`src/rtl/kbd_pkg.sv`:
```
package kbd_pkg;
  typedef enum logic [1:0] {
    SEL_NONE = 2'd0,
    SEL_STAT = 2'd1,
    SEL_DATA = 2'd2
  } kbd_sel_e;
endpackage

```
`src/rtl/kbd_decode.sv`:
```
module kbd_decode
  import kbd_pkg::*;
#(
  parameter int ADDR_W = 16,
  parameter logic [ADDR_W-1:0] STAT_ADDR = 16'hFE00,
  parameter logic [ADDR_W-1:0] DATA_ADDR = 16'hFE02
) (
  input  logic [ADDR_W-1:0] addr,
  input  logic              rd,
  input  logic              wr,
  output kbd_sel_e          sel,
  output logic              rd_stat,
  output logic              rd_data,
  output logic              wr_stat
);
  always_comb begin
    if (addr == STAT_ADDR)      sel = SEL_STAT;
    else if (addr == DATA_ADDR) sel = SEL_DATA;
    else                        sel = SEL_NONE;
  end

  assign rd_stat = rd && (sel == SEL_STAT);
  assign rd_data = rd && (sel == SEL_DATA);
  assign wr_stat = wr && (sel == SEL_STAT);
endmodule

```
`src/rtl/kbd_capture.sv`:
```
module kbd_capture #(
  parameter int CHAR_W = 8
) (
  input  logic              clk,
  input  logic              rst,
  input  logic              strobe,
  input  logic [CHAR_W-1:0] chr,
  input  logic              consume,
  output logic              ready_q,
  output logic              ready_d,
  output logic [CHAR_W-1:0] char_q
);
  logic armed;
  logic take;

  // A same-cycle read frees the slot before the strobe is judged.
  assign armed   = !ready_q || consume;
  assign take    = strobe && armed;
  assign ready_d = take ? 1'b1 : (consume ? 1'b0 : ready_q);

  always_ff @(posedge clk) begin
    if (rst) begin
      ready_q <= 1'b0;
      char_q  <= '0;
    end else begin
      ready_q <= ready_d;
      if (take) char_q <= chr;
    end
  end

  p_capture_r2: assert property (@(posedge clk) disable iff (rst)
    (!ready_q && strobe) |=> (ready_q && char_q == $past(chr)));
  p_lockout_r4: assert property (@(posedge clk) disable iff (rst)
    (ready_q && !consume) |=> (ready_q && $stable(char_q)));
  p_clear_r5: assert property (@(posedge clk) disable iff (rst)
    (consume && !strobe) |=> !ready_q);
  p_race_r9: assert property (@(posedge clk) disable iff (rst)
    (consume && strobe) |=> (ready_q && char_q == $past(chr)));
endmodule

```
`src/rtl/kbd_ctrl.sv`:
```
module kbd_ctrl #(
  parameter int DATA_W = 16,
  parameter int IE_BIT = 14
) (
  input  logic              clk,
  input  logic              rst,
  input  logic              wr_stat,
  input  logic [DATA_W-1:0] wdata,
  input  logic              ready_q,
  input  logic              ready_d,
  output logic              ie_q,
  output logic              irq
);
  logic ie_d;

  assign ie_d = wr_stat ? wdata[IE_BIT] : ie_q;

  always_ff @(posedge clk) begin
    if (rst) begin
      ie_q <= 1'b0;
      irq  <= 1'b0;
    end else begin
      ie_q <= ie_d;
      irq  <= ie_d && ready_d;
    end
  end

  p_ie_hold_r6: assert property (@(posedge clk) disable iff (rst)
    !wr_stat |=> $stable(ie_q));
  p_irq_level_r8: assert property (@(posedge clk) disable iff (rst)
    irq == (ready_q && ie_q));
endmodule

```
`src/rtl/kbd_readback.sv`:
```
module kbd_readback #(
  parameter int DATA_W    = 16,
  parameter int CHAR_W    = 8,
  parameter int READY_BIT = 15,
  parameter int IE_BIT    = 14
) (
  input  logic              clk,
  input  logic              rst,
  input  logic              rd,
  input  logic              rd_stat,
  input  logic              rd_data,
  input  logic              ready_q,
  input  logic              ie_q,
  input  logic [CHAR_W-1:0] char_q,
  output logic [DATA_W-1:0] rdata
);
  logic [DATA_W-1:0] stat_word;
  logic [DATA_W-1:0] data_word;
  logic [DATA_W-1:0] next_word;

  always_comb begin
    stat_word            = '0;
    stat_word[READY_BIT] = ready_q;
    stat_word[IE_BIT]    = ie_q;
    data_word            = '0;
    data_word[CHAR_W-1:0] = char_q;
    if (rd_stat)      next_word = stat_word;
    else if (rd_data) next_word = data_word;
    else              next_word = '0;
  end

  always_ff @(posedge clk) begin
    if (rst) rdata <= '0;
    else     rdata <= next_word;
  end

  p_upper_zero_r3: assert property (@(posedge clk) disable iff (rst)
    rd_data |=> (rdata[DATA_W-1:CHAR_W] == '0));
  p_unmapped_r10: assert property (@(posedge clk) disable iff (rst)
    (!rd || (!rd_stat && !rd_data)) |=> (rdata == '0));
endmodule

```
`src/rtl/kbd_port.sv`:
```
module kbd_port #(
  parameter int ADDR_W = 16,
  parameter int DATA_W = 16,
  parameter int CHAR_W = 8,
  parameter logic [ADDR_W-1:0] STAT_ADDR = 16'hFE00,
  parameter logic [ADDR_W-1:0] DATA_ADDR = 16'hFE02,
  parameter int READY_BIT = 15,
  parameter int IE_BIT    = 14
) (
  input  logic              clk,
  input  logic              rst,
  input  logic [ADDR_W-1:0] bus_addr,
  input  logic              bus_rd,
  input  logic              bus_wr,
  input  logic [DATA_W-1:0] bus_wdata,
  output logic [DATA_W-1:0] bus_rdata,
  input  logic              key_strobe,
  input  logic [CHAR_W-1:0] key_char,
  output logic              irq
);
  import kbd_pkg::*;

  kbd_sel_e          sel;
  logic              rd_stat, rd_data, wr_stat;
  logic              ready_q, ready_d, ie_q;
  logic [CHAR_W-1:0] char_q;

  kbd_decode #(.ADDR_W(ADDR_W), .STAT_ADDR(STAT_ADDR), .DATA_ADDR(DATA_ADDR)) u_dec (
    .addr(bus_addr), .rd(bus_rd), .wr(bus_wr), .sel(sel),
    .rd_stat(rd_stat), .rd_data(rd_data), .wr_stat(wr_stat)
  );

  kbd_capture #(.CHAR_W(CHAR_W)) u_cap (
    .clk(clk), .rst(rst), .strobe(key_strobe), .chr(key_char),
    .consume(rd_data), .ready_q(ready_q), .ready_d(ready_d), .char_q(char_q)
  );

  kbd_ctrl #(.DATA_W(DATA_W), .IE_BIT(IE_BIT)) u_ctl (
    .clk(clk), .rst(rst), .wr_stat(wr_stat), .wdata(bus_wdata),
    .ready_q(ready_q), .ready_d(ready_d), .ie_q(ie_q), .irq(irq)
  );

  kbd_readback #(.DATA_W(DATA_W), .CHAR_W(CHAR_W), .READY_BIT(READY_BIT), .IE_BIT(IE_BIT)) u_rb (
    .clk(clk), .rst(rst), .rd(bus_rd), .rd_stat(rd_stat), .rd_data(rd_data),
    .ready_q(ready_q), .ie_q(ie_q), .char_q(char_q), .rdata(bus_rdata)
  );

  p_reset_quiet_r1: assert property (@(posedge clk)
    rst |=> (bus_rdata == '0 && !irq));
endmodule

```
`config.mk`:
```
export PLATFORM = sky130hd
export DESIGN_NAME = kbd_port
export DESIGN_NICKNAME = d
export VERILOG_FILES = /design/src/rtl/kbd_pkg.sv /design/src/rtl/kbd_decode.sv /design/src/rtl/kbd_capture.sv /design/src/rtl/kbd_ctrl.sv /design/src/rtl/kbd_readback.sv /design/src/rtl/kbd_port.sv
export SDC_FILE = /design/constraint.sdc
export NUM_CORES = 1
export LEC_CHECK = 0
export ABC_AREA = 0
export CORE_MARGIN = 2
export CORE_UTILIZATION = 68
export CTS_BUF_LIST = sky130_fd_sc_hd__clkbuf_8
export DETAILED_ROUTE_END_ITERATION = 8
export DONT_BUFFER_PORTS = 1
export PLACE_DENSITY_LB_ADDON = 0.3
export SLEW_MARGIN = 0
export SYNTH_ARGS = -nofsm -noshare
export SYNTH_HDL_FRONTEND = slang
export SYNTH_SLANG_ARGS = --single-unit
```
`constraint.sdc`:
```
create_clock -name clk -period 3.93 [get_ports clk]
set_input_delay 0.393 -clock clk [delete_from_list [all_inputs] [get_ports clk]]
set_output_delay 0.393 -clock clk [all_outputs]
set_load 0.05 [all_outputs]
```
==> impl_metrics.env, run 1 <==
export IMPL_outcome="completed"
export IMPL_fin_crit_ns=1.644
export IMPL_detail_route_drc_violations=0
export IMPL_p_comb_share_pct=8.5
export IMPL_io_pins=62
export IMPL_post_route_worst_setup_slack_ns=2.286
export IMPL_cts_root_buffer_cell="sky130_fd_sc_hd__clkbuf_8"
export IMPL_commonest_cells_after_routing_fill_and_taps_aside="sky130_fd_sc_hd__dfxtp_1, sky130_fd_sc_hd__nand2b_1, sky130_fd_sc_hd__and2_1"
export IMPL_maximum_number_of_pins_on_one_net_before_global_route_repair=22
export IMPL_psw_mw=0.08560
export IMPL_grt_pass1_wl_um=2228
export IMPL_wl_per_cell_um=13.79
export IMPL_synth_ff_latch_count=21
export IMPL_worst_r2r_cell_count=2
export IMPL_drt_iter0_markers=6
export IMPL_floorplan_rows=12
export IMPL_pwr_density_cell_mw_per_mm2=421.6
export IMPL_avgViaCountPerCell=5.683
export IMPL_critical_path_peak_fanout=8
export IMPL_stdcell_count=101
export IMPL_hold_path_cell_count=1
export IMPL_timing_critical_path_slowest_cell_delay_ns=0.61
export IMPL_worst_r2r_endpoint="u_cap.char_q[6]"
export IMPL_groute_usage_overall_pct=21.28
export IMPL_placement_cell_area_sq_um=868.3
export IMPL_global_route_congestion_overflow_total=0
export IMPL_n_fill_cell=80
export IMPL_route_vias_total=574
export IMPL_design_area_sq_um=913.4
export IMPL_worstMarginPinSlew_ns=0.7134
export IMPL_final_setup_violation_count=0
export IMPL_cts_repair_timing_setup_buffer_count=0
export IMPL_synthDistinctLibCells=21
export IMPL_clockPowerShare_pct=34.0
export IMPL_timing_clock_skew_ns=0.0007336
export IMPL_crit_required_ns=4.12
export IMPL_hold_class="input port to flop"
export IMPL_net_switching_fraction_of_the_power_pct=22.23
export IMPL_total_leakage_power_nw=0.3713
export IMPL_detailedRoute_firstPassIterationCount=4
export IMPL_rrSetupSlack_ns=2.78
export IMPL_final_worst_path_cycle_share_pct=41.83
export IMPL_clk_path_buf_depth=2
export IMPL_rsz0062_at_grt="no"
export IMPL_maxSlewViolCount=0
export IMPL_chipWidth_um=40.07
export IMPL_data_arrival_critical_path_ns=1.84
export IMPL_cts_sinks=21
export IMPL_proportion_of_layout_cells_with_a_drive_suffix_above_1_pct=9.195
export IMPL_antenna_diode_count=0
export IMPL_tritoncts_clock_tree="done"
export IMPL_first_global_vias=533
export IMPL_timing_critical_path_from_type="input port"
export IMPL_grt_antenna_before_repair=0
export IMPL_regToRegStartpoint="u_cap.ready_q"
export IMPL_commonest_non_fill_non_tap_cell_in_the_layout="sky130_fd_sc_hd__dfxtp_1"
export IMPL_cts_hold_repair_buffers=0
export IMPL_worst_ir_drop_vdd_mv=0.2616
export IMPL_place_inst=97
export IMPL_timing_setup_tns_ns=0
export IMPL_postSynthCellCount=86
export IMPL_clock_insertion_delay_worst_skew_ns=0.25
export IMPL_slew_headroom_pct=52.08
export IMPL_mappedNetlistArea_sq_um=884.6
export IMPL_floorplan_core_area_sq_mm=0.001156
export IMPL_critical_path_class="input port to flop"
export IMPL_internal_power_mw=0.2995
export IMPL_layout_area_overhead_vs_synth_pct=3.253
export IMPL_maxCapViolations=0
export IMPL_synth_avg_cell_area_sq_um=10.29
export IMPL_place_detailed_hpwl_um=1055
export IMPL_height_of_the_die_um=40.07
export IMPL_die_footprint_sq_mm=0.001605
export IMPL_clk_transition_reported_paths_ns=0.07
export IMPL_portBuffers=0
export IMPL_number_of_clock_buffers_inserted_by_tritoncts=3
export IMPL_place_ws_ns=2.114
export IMPL_ant_nets=0
export IMPL_timing_critical_path_to="u_rb.rdata[6]"
export IMPL_finalNetCount=133
export IMPL_initial_utilization_pct=76.52
export IMPL_layout_core_utilization_pct=79.00
export IMPL_gp_congestion=0.7447
export IMPL_worst_path_max_delay_cell="sky130_fd_sc_hd__nor3_1"
export IMPL_cts_resized=0
export IMPL_wl_um=1393
export IMPL_cp_cell_sequence="nor4b_1, nand4_1, nor3_1, and2_1"
export IMPL_seqPwrFrac_pct=57.5
export IMPL_synth_sequential_area_ratio_pct=47.52
export IMPL_synth_warnings=0
export IMPL_finalHoldViolations=0
export IMPL_crit_start="bus_addr[5]"
export IMPL_worstSetupEndpointType="flop"
export IMPL_fmax_ghz=0.6083
export IMPL_h_tree_depth=1
synth_stat cells:
library cell | n | share of area [%]
sky130_fd_sc_hd__nor4b_1 | 1 | 0.99
sky130_fd_sc_hd__nand2_1 | 2 | 0.85
sky130_fd_sc_hd__and4b_1 | 2 | 2.3
sky130_fd_sc_hd__conb_1 | 1 | 0.42
sky130_fd_sc_hd__nor4b_4 | 1 | 2.7
sky130_fd_sc_hd__clkbuf_1 | 2 | 0.85
sky130_fd_sc_hd__mux2i_1 | 8 | 9.1
sky130_fd_sc_hd__buf_4 | 6 | 5.1
sky130_fd_sc_hd__or2_2 | 1 | 0.71
sky130_fd_sc_hd__o22ai_2 | 1 | 1.4
sky130_fd_sc_hd__and2_1 | 10 | 7.1
sky130_fd_sc_hd__o31ai_1 | 1 | 0.85
sky130_fd_sc_hd__nand2b_1 | 16 | 11
sky130_fd_sc_hd__nor3_1 | 2 | 1.1
sky130_fd_sc_hd__a21oi_1 | 2 | 1.1
sky130_fd_sc_hd__dfxtp_1 | 21 | 48
sky130_fd_sc_hd__or4_4 | 1 | 1.3
sky130_fd_sc_hd__o21ai_0 | 1 | 0.57
sky130_fd_sc_hd__a221oi_2 | 1 | 1.7
sky130_fd_sc_hd__nand4_1 | 2 | 1.4
sky130_fd_sc_hd__inv_1 | 4 | 1.7
power groups by stage:
| stage | registers, mW | clock network, mW | logic (mW) |
|---|---|---|---|
| floorplan | 0.226 | 0 | 0.0367 |
| global placement | 0.226 | 0 | 0.0317 |
| detailed placement | 0.226 | 0 | 0.0327 |
| CTS | 0.221 | 0.133 | 0.0328 |
| global route | 0.222 | 0.142 | 0.0352 |
| finish | 0.221 | 0.131 | 0.0328 |
area by class of cell:
| class | count | area (sq um) | share of cell area (%) |
|---|---|---|---|
| sequential | 21 | 420.4 | 46.03 |
| clock buffer | 3 | 41.29 | 4.521 |
| tap | 14 | 17.52 | 1.918 |
| clock inverter | 1 | 3.754 | 0.4110 |
| inverter | 4 | 15.01 | 1.644 |
| multi-input combinational | 58 | 415.4 | 45.48 |
flip-flops by register name, summed over array words and instances (netlist names):
| register | count |
|---|---|
| u_ctl.ie_q | 1 |
| u_rb.rdata | 10 |
| u_cap.char_q | 8 |
| u_ctl.irq | 1 |
| u_cap.ready_q | 1 |
worst min path at each step:
stage                     slack (ns)             from             end
after global placement          0.44  u_cap.char_q[5]   u_rb.rdata[5]
after global routing            0.19              rst       u_ctl.irq
after floorplan                 0.43       u_ctl.ie_q  u_rb.rdata[14]
after CTS                       0.20              rst       u_ctl.irq
after detailed placement        0.44  u_cap.char_q[2]   u_rb.rdata[2]
final                           0.20              rst       u_ctl.irq
per-stage QoR:
step                      hold slack, ns  power (mW)
after global placement            0.4382      0.2576
after floorplan                   0.4298      0.2623
after detailed placement          0.4410      0.2590
final                             0.2036      0.3851
after global routing              0.1887      0.3988
after CTS                         0.1974      0.3868
logic make-up after synthesis:
| kind of cell | synth area share (%) |
|---|---|
| AND/OR/NAND/NOR | 29.70 |
| AO/OA/AOI/OAI | 5.657 |
| flip-flops | 47.52 |
| multiplexers | 9.053 |
| buffers and inverters | 7.637 |
| other | 0.4239 |
worst max-delay path, delay by kind of cell:
family           cells  cell delay, ns
and+or+nand+nor      4            1.43
per-layer routing:
| metal | vias up | wire length [um] | global-route usage, % |
|---|---|---|---|
| li1 | 276 | - | - |
| met1 | 268 | 557 | 23.63 |
| met2 | 24 | 723 | 35.08 |
| met3 | 6 | 79 | 5.556 |
| met4 | 0 | 33 | 14.66 |
| met5 | - | 0 | 0 |
No activity file was read; power rests on OpenSTA's default activity.
==> run 2: changes to the inputs <==
--- a/config.mk
+++ b/config.mk
@@ -7,7 +7,7 @@
 export LEC_CHECK = 0
 export ABC_AREA = 0
 export CORE_MARGIN = 2
-export CORE_UTILIZATION = 68
+export CORE_UTILIZATION = 57
 export CTS_BUF_LIST = sky130_fd_sc_hd__clkbuf_8
 export DETAILED_ROUTE_END_ITERATION = 8
 export DONT_BUFFER_PORTS = 1
==> constraint.sdc (replaced) <==
create_clock -name clk -period 1.4 [get_ports clk]
set_input_delay 0.14 -clock clk [delete_from_list [all_inputs] [get_ports clk]]
set_output_delay 0.14 -clock clk [all_outputs]
set_load 0.05 [all_outputs]
==> impl_metrics.env, run 2 (synthesis gave the netlist of run 1 again) <==
export IMPL_psw_mw=0.2463
export IMPL_final_setup_violation_count=0
export IMPL_worstSetupEndpointType="flop"
export IMPL_portBuffers=0
export IMPL_clock_insertion_delay_worst_skew_ns=0.25
export IMPL_reg_largest_list="u_rb.rdata (10), u_cap.char_q (8)"
export IMPL_global_route_congestion_overflow_total=0
export IMPL_avgViaCountPerCell=5.224
export IMPL_layout_core_utilization_pct=64.54
export IMPL_finalHoldViolations=0
export IMPL_number_of_clock_buffers_inserted_by_tritoncts=3
export IMPL_data_arrival_critical_path_ns=1.28
export IMPL_fmax_ghz=0.8972
export IMPL_first_global_vias=573
export IMPL_place_detailed_hpwl_um=1055
export IMPL_timing_setup_tns_ns=0
export IMPL_worst_path_max_delay_cell="sky130_fd_sc_hd__or4_4"
export IMPL_final_worst_path_cycle_share_pct=79.61
export IMPL_floorplan_core_area_sq_mm=0.001471
export IMPL_p_comb_share_pct=9.1
export IMPL_h_tree_depth=1
export IMPL_fin_crit_ns=1.115
export IMPL_total_leakage_power_nw=0.3895
export IMPL_route_vias_total=559
export IMPL_critical_path_peak_fanout=2
export IMPL_chipWidth_um=43.40
export IMPL_worst_ir_drop_vdd_mv=0.5273
export IMPL_die_footprint_sq_mm=0.001883
export IMPL_maximum_number_of_pins_on_one_net_before_global_route_repair=20
export IMPL_critical_path_class="input port to flop"
export IMPL_clk_path_buf_depth=2
export IMPL_timing_critical_path_from_type="input port"
export IMPL_cts_root_buffer_cell="sky130_fd_sc_hd__clkbuf_8"
export IMPL_proportion_of_layout_cells_with_a_drive_suffix_above_1_pct=13.19
export IMPL_layout_area_overhead_vs_synth_pct=7.355
export IMPL_timing_critical_path_slowest_cell_delay_ns=0.53
export IMPL_gp_congestion=0.8097
export IMPL_regMostFlops="u_rb.rdata"
export IMPL_net_switching_fraction_of_the_power_pct=22.47
export IMPL_pwr_density_cell_mw_per_mm2=1154
export IMPL_commonest_non_fill_non_tap_cell_in_the_layout="sky130_fd_sc_hd__dfxtp_1"
export IMPL_largest_register_ffs=10
export IMPL_cts_resized=0
export IMPL_wl_um=1341
export IMPL_antenna_diode_count=0
export IMPL_crit_required_ns=1.57
export IMPL_floorplan_rows=14
export IMPL_internal_power_mw=0.8500
export IMPL_commonest_cells_after_routing_fill_and_taps_aside="sky130_fd_sc_hd__dfxtp_1, sky130_fd_sc_hd__nand2b_1, sky130_fd_sc_hd__and2_1"
export IMPL_groute_usage_overall_pct=15.76
export IMPL_io_pins=62
export IMPL_design_area_sq_um=949.7
export IMPL_seqPwrFrac_pct=56.7
export IMPL_initial_utilization_pct=60.12
export IMPL_fin_hold_ws_ns=0.03627
export IMPL_timing_clock_skew_ns=0.002783
export IMPL_cp_cell_sequence="nor4b_4, nand2_1, or4_4, a221oi_2"
export IMPL_ant_nets=0
export IMPL_grt_antenna_before_repair=0
export IMPL_drt_iter0_markers=2
export IMPL_cts_sinks=21
export IMPL_cts_hold_repair_buffers=1
export IMPL_detailedRoute_firstPassIterationCount=3
export IMPL_maxSlewViolCount=0
export IMPL_height_of_the_die_um=43.40
export IMPL_clk_transition_reported_paths_ns=0.07
export IMPL_outcome="completed"
export IMPL_wl_per_cell_um=12.53
export IMPL_maxCapViolations=0
export IMPL_placement_cell_area_sq_um=893.4
export IMPL_grt_pass1_wl_um=2201
export IMPL_hold_class="input port to flop"
export IMPL_cts_repair_timing_setup_buffer_count=0
export IMPL_rsz0062_at_grt="no"
export IMPL_clockPowerShare_pct=34.2
export IMPL_tritoncts_clock_tree="done"
export IMPL_finalNetCount=137
export IMPL_detail_route_drc_violations=0
[run 2: path summary, 6_finish.rpt]
check	startpoint	endpoint	slack, ns	cells after the start
max	bus_addr[0]	u_ctl.irq	0.29	4
min reg2reg	u_cap.char_q[0]	u_rb.rdata[0]	0.46	1
max reg2reg	u_cap.ready_q	u_cap.char_q[6]	0.46	3
min	key_char[3]	u_cap.char_q[3]	0.04	2
[run 2: layout make-up]
type | count | area [sq um]
inverters | 4 | 15.01
multi-input cells | 58 | 415.4
clock inverters | 1 | 5.005
repair buffers | 4 | 32.53
clock buffers | 3 | 41.29
fillers | 132 | 521.8
well taps | 16 | 20.02
flip-flops and latches | 21 | 420.4
[run 2: power groups by stage]
stage / registers (mW) / clock network, mW / logic, mW
after floorplan: 0.633 / 0 / 0.103
after global routing: 0.624 / 0.409 / 0.107
final: 0.621 / 0.375 / 0.0999
after global placement: 0.634 / 0 / 0.0947
after detailed placement: 0.635 / 0 / 0.0970
after CTS: 0.621 / 0.385 / 0.100
[run 2: critical path: cells and delay by family]
kind               cells  cell delay (ns)
and+or+nand+nor        3             0.90
AOI/OAI and AO/OA      1             0.25
[run 2: routing by layer]
metal	track usage, %	vias to the layer above	wire length [um]
li1	-	284	-
met1	17.63	242	534
met2	27.16	31	679
met3	2.500	2	112
met4	10.91	0	14
met5	0	-	0
[run 2: through the flow]
stage          worst slack [ns]  total power, mW  std cells
2_1_floorplan           0.08706           0.7362         91
3_3_place_gp            0.04372           0.7288        102
3_5_place_dp            0.01460           0.7320        102
4_1_cts                  0.2780            1.107        107
5_1_grt                  0.2005            1.140        107
6_report                 0.2854            1.096        107
==> run 3: changes to the inputs <==
==> constraint.sdc (replaced) <==
create_clock -name clk -period 1 [get_ports clk]
set_input_delay 0.1 -clock clk [delete_from_list [all_inputs] [get_ports clk]]
set_output_delay 0.1 -clock clk [all_outputs]
set_load 0.05 [all_outputs]
==> impl_metrics.env, run 3 (synthesis gave the netlist of run 1 again) <==
export IMPL_first_global_vias=627
export IMPL_timing_clock_skew_ns=0.0009718
export IMPL_place_inst=116
export IMPL_layout_area_overhead_vs_synth_pct=31.40
export IMPL_chipWidth_um=43.40
export IMPL_place_detailed_hpwl_um=1221
export IMPL_gp_congestion=0.6990
export IMPL_place_ws_ns=-0.3264
export IMPL_rrSetupSlack_ns=-0.01
export IMPL_rsz0062_at_grt="yes"
export IMPL_io_pins=62
export IMPL_worst_ir_drop_vdd_mv=0.7970
export IMPL_clk_transition_reported_paths_ns=0.07
export IMPL_fmax_ghz=0.9570
export IMPL_groute_usage_overall_pct=20.29
export IMPL_floorplan_rows=14
export IMPL_tritoncts_clock_tree="done"
export IMPL_die_footprint_sq_mm=0.001883
export IMPL_detailedRoute_firstPassIterationCount=4
export IMPL_stdcell_count=127
export IMPL_fin_hold_ws_ns=-0.001460
export IMPL_outcome="finished, violations left"
export IMPL_hold_class="input port to flop"
export IMPL_portBuffers=0
export IMPL_holdCritStartpoint="key_char[3]"
export IMPL_critical_path_peak_fanout=2
export IMPL_timing_critical_path_from_type="input port"
export IMPL_ant_nets=0
export IMPL_finalNetCount=157
export IMPL_post_route_worst_setup_slack_ns=-0.04491
export IMPL_global_route_congestion_overflow_total=0
export IMPL_n_fill_cell=105
export IMPL_floorplan_core_area_sq_mm=0.001471
export IMPL_maximum_number_of_pins_on_one_net_before_global_route_repair=20
export IMPL_commonest_cells_after_routing_fill_and_taps_aside="sky130_fd_sc_hd__dfxtp_1, sky130_fd_sc_hd__nand2b_1, sky130_fd_sc_hd__buf_4"
export IMPL_drt_iter0_markers=7
export IMPL_regToRegStartpoint="u_cap.ready_q"
export IMPL_final_worst_path_cycle_share_pct=104.5
export IMPL_h_tree_depth=1
export IMPL_cts_root_buffer_cell="sky130_fd_sc_hd__clkbuf_8"
export IMPL_cts_sinks=21
export IMPL_number_of_clock_buffers_inserted_by_tritoncts=3
export IMPL_initial_utilization_pct=60.12
export IMPL_maxSlewViolCount=0
export IMPL_largest_register_ffs=10
export IMPL_grt_pass1_wl_um=2677
export IMPL_timing_setup_tns_ns=-0.1095
export IMPL_hold_path_cell_count=2
export IMPL_data_arrival_critical_path_ns=1.22
export IMPL_final_setup_violation_count=7
export IMPL_regMostFlops="u_rb.rdata"
export IMPL_wl_per_cell_um=14.05
export IMPL_placement_cell_area_sq_mm=0.001010
export IMPL_crit_required_ns=1.18
export IMPL_worst_r2r_endpoint="u_cap.char_q[1]"
export IMPL_height_of_the_die_um=43.40
export IMPL_worst_path_max_delay_cell="sky130_fd_sc_hd__or4_4"
export IMPL_worst_path_dominant_cell_family="simple AND/OR/NAND/NOR gates"
export IMPL_cp_cell_sequence="nor4b_4, nand2_1, or4_4, a221oi_2"
export IMPL_finalHoldViolations=1
export IMPL_clk_path_buf_depth=2
export IMPL_worst_r2r_cell_count=3
export IMPL_critical_path_class="input port to flop"
export IMPL_design_area_sq_mm=0.001162
export IMPL_avgViaCountPerCell=5.291
export IMPL_failed_checks="hold timing, setup timing"
export IMPL_commonest_non_fill_non_tap_cell_in_the_layout="sky130_fd_sc_hd__dfxtp_1"
export IMPL_critical_path_buf_inv_count=0
export IMPL_pwr_density_cell_mw_per_mm2=1344
export IMPL_timing_critical_path_slowest_cell_delay_ns=0.52
export IMPL_antenna_diode_count=0
export IMPL_hold_path_endpoint="u_cap.char_q[3]"
export IMPL_total_power_mw=1.562
export IMPL_reg_largest_list="u_rb.rdata (10), u_cap.char_q (8)"
export IMPL_grt_antenna_before_repair=0
export IMPL_maxCapViolations=0
export IMPL_detail_route_drc_violations=0
export IMPL_worstSetupEndpointType="flop"
export IMPL_route_vias_total=672
export IMPL_wl_um=1784
export IMPL_fin_crit_ns=1.045
export IMPL_proportion_of_layout_cells_with_a_drive_suffix_above_1_pct=28.83
export IMPL_total_leakage_power_nw=0.5096
export IMPL_clock_insertion_delay_worst_skew_ns=0.26
[run 3: where the power goes]
part	leakage, nW	total (mW)	internal [mW]	switching [mW]
Combinational	0.312	0.167	0.0736	0.0930
Sequential	0.171	0.871	0.859	0.0117
Clock	0.0269	0.525	0.273	0.251
Total	0.510	1.56	1.21	0.356
[run 3: how the worst max path moves through the flow]
stage           startpoint              end  slack (ns)  cells past startpoint
3_5_place_dp   bus_addr[5]  u_cap.char_q[1]       -0.33                      5
6_report       bus_addr[0]        u_ctl.irq       -0.04                      4
2_1_floorplan  bus_addr[0]        u_ctl.irq       -0.27                      4
4_1_cts        bus_addr[0]        u_ctl.irq       -0.05                      4
5_1_grt        bus_addr[0]  u_cap.char_q[5]       -0.12                      5
3_3_place_gp   bus_addr[0]        u_ctl.irq       -0.30                      4
[run 3: area by class of cell]
| cell class | instances | area (sq um) | area share (%) |
|---|---|---|---|
| multi-input cells | 58 | 457.9 | 39.40 |
| flip-flops and latches | 21 | 420.4 | 36.17 |
| repair buffers | 24 | 203.9 | 17.55 |
| clock buffers | 3 | 41.29 | 3.552 |
| well taps | 16 | 20.02 | 1.722 |
| inverters | 4 | 15.01 | 1.292 |
| clock inverters | 1 | 3.754 | 0.3229 |
[run 3: stage by stage]
step / hold slack, ns / util [%]
after global placement: 0.1681 / 68.62
final: -0.001460 / 79.00
after detailed placement: 0.1705 / 68.62
after global routing: 0.01049 / 79.00
after CTS: 0.001150 / 76.19
after floorplan: 0.2553 / -
[run 3: timing repair]
action / 4_1_cts / 5_1_grt
buffers inserted: 0 / 2
hold endpoints to repair: 7 / 0
hold buffers: 5 / 0
resized for setup: 3 / 7
endpoints found under the setup margin: 9 / 21
pin swaps: 5 / 6
[run 3: per-layer routing]
| metal | wire, um | vias to the layer above | global-route usage [%] |
|---|---|---|---|
| li1 | - | 326 | - |
| met1 | 673 | 307 | 21.43 |
| met2 | 958 | 34 | 37.01 |
| met3 | 104 | 5 | 3.333 |
| met4 | 47 | 0 | 12.73 |
| met5 | 0 | - | 0 |
